File: config.mk
export PLATFORM = sky130hd
export DESIGN_NAME = ext_bus_yield_arb
export DESIGN_NICKNAME = d
export VERILOG_FILES = /design/src/rtl/ext_bus_yield_arb.sv
export SDC_FILE = /design/constraint.sdc
export NUM_CORES = 1
export LEC_CHECK = 0
export ABC_AREA = 1
export BUFFER_PORTS_ARGS = -buffer_cell sky130_fd_sc_hd__buf_2
export CAP_MARGIN = 10
export CORE_AREA = 2 2 39 41
export CTS_CLUSTER_DIAMETER = 120
export CTS_CLUSTER_SIZE = 28
export DETAILED_ROUTE_END_ITERATION = 8
export DIE_AREA = 0 0 41 43
export GPL_TIMING_DRIVEN = 0
export HOLD_SLACK_MARGIN = 0.15
export PLACE_DENSITY = 0.55
export SLEW_MARGIN = 5
export SYNTH_ARGS = -nofsm -noshare
export SYNTH_HDL_FRONTEND = slang
export SYNTH_SLANG_ARGS = --single-unit
File: constraint.sdc
create_clock -name clk -period 2.4 [get_ports clk]
set_input_delay 0.36 -clock clk [delete_from_list [all_inputs] [get_ports clk]]
set_output_delay 0.36 -clock clk [all_outputs]
set_load 0.02 [all_outputs]
File: src/rtl/ext_bus_yield_arb.sv
module ext_bus_yield_arb (
  input  logic clk,
  input  logic rst_n,
  input  logic ext_req_n,
  input  logic yield_en,
  input  logic pin_in_en,
  input  logic cyc_active,
  input  logic xc_info_rd,
  input  logic xc_first_xfer,
  input  logic xc_info_wb,
  input  logic xc_chain,
  input  logic sleep_req,
  output logic grant_n,
  output logic pins_float,
  output logic bus_back,
  output logic clk_stop
);

  typedef enum logic [1:0] {OWNED, FLOATING, GRANTED, RETURNING} arb_st_t;

  arb_st_t    st_q, st_d;
  logic [1:0] req_sync_q;
  logic       req_seen;
  logic       req_live;
  logic       hold_bus;
  logic       start_rel;

  always_ff @(posedge clk or negedge rst_n)
    if (!rst_n) req_sync_q <= 2'b11;
    else        req_sync_q <= {req_sync_q[0], ext_req_n};

  assign req_seen  = ~req_sync_q[1];
  assign req_live  = req_seen & yield_en & pin_in_en & ~clk_stop;
  assign hold_bus  = cyc_active | xc_info_rd | xc_first_xfer | xc_info_wb | xc_chain;
  assign start_rel = (st_q == OWNED) & req_live & ~hold_bus & ~sleep_req;

  always_comb begin
    st_d = st_q;
    case (st_q)
      OWNED:     if (start_rel) st_d = FLOATING;
      FLOATING:  st_d = GRANTED;
      GRANTED:   if (!req_seen) st_d = RETURNING;
      RETURNING: st_d = OWNED;
      default:   st_d = OWNED;
    endcase
  end

  always_ff @(posedge clk or negedge rst_n)
    if (!rst_n) begin
      st_q     <= OWNED;
      bus_back <= 1'b0;
      clk_stop <= 1'b0;
    end else begin
      st_q     <= st_d;
      bus_back <= (st_q == RETURNING);
      clk_stop <= sleep_req & (st_q == OWNED);
    end

  assign pins_float = (st_q != OWNED);
  assign grant_n    = (st_q != GRANTED);


  no_yield_in_cycle_chk: assert property (@(posedge clk) disable iff (!rst_n)
    (!pins_float && cyc_active) |=> !pins_float);


  no_yield_in_xc_phase_chk: assert property (@(posedge clk) disable iff (!rst_n)
    (!pins_float && (xc_info_rd || xc_first_xfer || xc_info_wb)) |=> !pins_float);


  no_yield_in_chain_chk: assert property (@(posedge clk) disable iff (!rst_n)
    (!pins_float && xc_chain) |=> !pins_float);


  grant_after_float_chk: assert property (@(posedge clk) disable iff (!rst_n)
    $rose(pins_float) |=> (pins_float && !grant_n));


  grant_inside_float_chk: assert property (@(posedge clk) disable iff (!rst_n)
    $fell(grant_n) |-> $past(pins_float));


  ack_drop_first_chk: assert property (@(posedge clk) disable iff (!rst_n)
    $rose(grant_n) |-> pins_float);


  back_pulse_chk: assert property (@(posedge clk) disable iff (!rst_n)
    bus_back |-> (!pins_float && $past(pins_float) && $past(grant_n)));


  back_single_chk: assert property (@(posedge clk) disable iff (!rst_n)
    bus_back |=> !bus_back);


  stop_blocks_yield_chk: assert property (@(posedge clk) disable iff (!rst_n)
    clk_stop |=> !pins_float);


  stop_never_released_chk: assert property (@(posedge clk) disable iff (!rst_n)
    clk_stop |-> (!pins_float && grant_n));

endmodule

==> out/qor.log <==
qor: floorplan.fp.dieW 41 um
qor: clock_network.clkTransAtPathRegs 0.04 ns
qor: outcome.run_status completed
qor: global_routing.first_global_vias 250
qor: route.drt-total-wl 590 um
qor: pwr.power_per_cell_area 1090 nW/um^2
qor: pwr.p_leak 0.253 nW
qor: sta.timing.final.hold_violations 0
qor: clock_network.post_cts.repair.setup_buffers 0
qor: setup_path.critPathLaunch st_q[1]$_DFFE_PN0P_
qor: synth.netlist_top_cells_area sky130_fd_sc_hd__dfrtp_1 32%, sky130_fd_sc_hd__dfstp_2 17%, sky130_fd_sc_hd__ha_1 16%, sky130_fd_sc_hd__inv_1 8.3%, sky130_fd_sc_hd__nand2_1 7.1%
qor: final_layout.drive_above_1_share 0.415
qor: setup_path.data_arrival_time_of_the_critical_path 1.13 ns
qor: placed_design.detailedPlace.worstSlack 1.17 ns
qor: setup_path.crit_fanout 4
qor: sta.setup_viol_count_final 0
qor: final_layout.fin_area 438 sq um
qor: global_routing.grt_start_max_net_pins 7
qor: floorplan.pin_count 15
qor: sta.worst_slew_pin_slew 0.168 ns
qor: synth.postSynthRegisterBits 6
qor: placed_design.i_o_buffers 14
qor: clock_network.cts.repair.resized 0
qor: global_routing.grt_overflow 0
qor: sta.rsz0062_at_grt false
qor: worst_hold_path.hold_wc_path_type input port to flip-flop
qor: global_routing.global_route.usage.total 0.0849
qor: clock_network.ctsRootBufferMaster sky130_fd_sc_hd__clkbuf_4
qor: sta.worst_slack 0.907 ns
qor: route.drtPass1Iterations 2
qor: sta.fin_crit 1.49 ns
qor: pwr.internal 0.285 mW
qor: clock_network.cts_buffer_depth 2
qor: clock_network.cts_max_level 1
qor: setup_path.critical_path_class flip-flop to primary output
qor: setup_path.critical_path_capture_point_type primary output
qor: synth.syn-instance-count 35
qor: placed_design.detailedPlacementHpwl 499 um
qor: floorplan.placementRows 14
qor: sta.max-slew-margin-rel 0.888
qor: setup_path.r2r_slack 1.18 ns
qor: synth.warnings_synthesis 0
qor: route.detailroute.via_count 269
qor: pwr.power.share.combinational 0.484
qor: final_layout.finalNetCount 70
qor: setup_path.reg2reg_from st_q[0]$_DFFE_PN0P_
qor: sta.fmax 670 MHz
qor: pwr.pwr-share-clk 0.187
qor: final_layout.insertedDiodeCount 0
qor: flow_run.maxCapViolCount 0
qor: placed_design.placed_cell_area 405 sq um
qor: pwr.p_switching 0.190 mW
qor: clock_network.cts_inserted_buffers 3
qor: floorplan.effective_utilization_at_floorplan 0.228
qor: placed_design.place_congestion 0.666
qor: synth.post_synth_instance_area 315 sq um
qor: clock_network.clock_tree_from_tritoncts built
qor: setup_path.critPathRequiredTime 2.04 ns
qor: synth.synth_cell_types 11
qor: setup_path.ff2ff_path_depth 6
qor: pwr.share_seq_of_total_power 0.328
qor: synth.synth_area_per_cell 9.01 sq um
qor: sta.report.final.slew_viol_count 0
qor: route.route.detailed.vias_per_inst 3.90
qor: setup_path.worstReg2RegEnd st_q[0]$_DFFE_PN0P_
qor: route.route.detailed.drc 0
qor: route.antenna_violating_nets_post_route 0
qor: global_routing.grt_pass1_wl 917 um
qor: floorplan.die_h 43 um
qor: pwr.power.switching_fraction 0.400
qor: synth.synth-seq-area-share 0.484
qor: global_routing.grt_antenna_before_repair 0
qor: synth.synth_fp_nets 50
qor: setup_path.timing.critical_path.from_type flip-flop
qor: final_layout.syn2layout_area_growth 38.9%
qor: floorplan.core 1380 sq um
qor: final_layout.final_core_utilization 0.316
qor: pwr.total_power 0.475 mW
qor: clock_network.hold_buffers 1
qor: synth.synth_top_cell_area_share 0.317
qor: sta.finalClockSkew 0.00492 ns
qor: pwr.vdd_ir_drop_max 319 uV
qor: final_layout.most-common-layout-cells 14 x sky130_fd_sc_hd__buf_2, 7 x sky130_fd_sc_hd__inv_1, 6 x sky130_fd_sc_hd__nand2_1, 5 x sky130_fd_sc_hd__nor2_1
qor: route.routedWlPerCell 8.55 um
qor: final_layout.final_common_cell sky130_fd_sc_hd__buf_2
qor: setup_path.critical_path_destination pins_float
qor: sta.fin_setup_tns 0 ns
qor: synth.yosys.area.top_type sky130_fd_sc_hd__dfrtp_1
qor: route.drt-initial-drc-count 4
qor: clock_network.cts_num_sinks 6
qor: clock_network.clkLatencyLatePin 0.24 ns
qor: floorplan.die_area 1760 sq um
qor: sta.final_min_period_over_clock_period 0.622
-- synth_stat cells --
cell type,count
sky130_fd_sc_hd__or2_1,1
sky130_fd_sc_hd__nand3_1,3
sky130_fd_sc_hd__dfstp_2,2
sky130_fd_sc_hd__nor2_1,5
sky130_fd_sc_hd__inv_1,7
sky130_fd_sc_hd__nand2_1,6
sky130_fd_sc_hd__dfrtp_1,4
sky130_fd_sc_hd__or2_2,1
sky130_fd_sc_hd__nand2_2,1
sky130_fd_sc_hd__ha_1,4
sky130_fd_sc_hd__o21bai_2,1
-- metrics by stage --
step | std cells | hold WS, ns
floorplan | 35 | 0.0644
global placement | 65 | 0.186
detailed placement | 65 | 0.192
CTS | 69 | 0.215
global route | 69 | 0.207
finish | 69 | 0.224
-- area by class of cell --
type                    instances  area [sq um]
fillers                       152           946
clock buffers                   3          22.5
well taps                      16          20.0
inverters                       7          26.3
multi-input cells              22           136
flip-flops and latches          6           153
repair buffers                 15          80.1
-- kinds of logic after synthesis --
kind of cell	share of synthesized area
flip-flops	0.484
adder cells (fa/ha/maj)	0.159
AO/OA/AOI/OAI	0.0357
buffers and inverters	0.0833
AND/OR/NAND/NOR	0.238
-- worst min path at each step --
stage	start	end	cells past startpoint
floorplan	rst_n	bus_back$_DFF_PN0_	0
global placement	rst_n	st_q[1]$_DFFE_PN0P_	1
detailed placement	rst_n	bus_back$_DFF_PN0_	1
CTS	ext_req_n	req_sync_q[0]$_DFF_PN1_	1
global route	ext_req_n	req_sync_q[0]$_DFF_PN1_	1
finish	ext_req_n	req_sync_q[0]$_DFF_PN1_	1
-- registers in the layout, summed over array words and instances, names as in the netlist --
name	flops
req_sync_q	2
st_q	2
bus_back	1
clk_stop	1
-- routing by layer --
metal,vias to the layer above,GRT usage,routed length [um],share of wire
met1,115,0.0822,235,0.40
met5,-,0,0,0
met3,0,0.0471,73,0.12
met4,0,0.0600,0,0
met2,13,0.128,282,0.48
li1,141,-,-,-
-- critical path: stages, from the launching register on --
cell                      delay (ns)
sky130_fd_sc_hd__dfrtp_1        0.39
sky130_fd_sc_hd__inv_1          0.08
sky130_fd_sc_hd__ha_1           0.20
sky130_fd_sc_hd__inv_1          0.07
sky130_fd_sc_hd__buf_2          0.16
-- power by group through the flow --
stage	sequential, mW	combinational, mW	clock, mW
after floorplan	0.169	0.148	0
after global placement	0.156	0.226	0
after detailed placement	0.158	0.232	0
after CTS	0.156	0.234	0.0953
after global routing	0.160	0.263	0.105
final	0.156	0.230	0.0891
(Power assumes the default switching activity.)
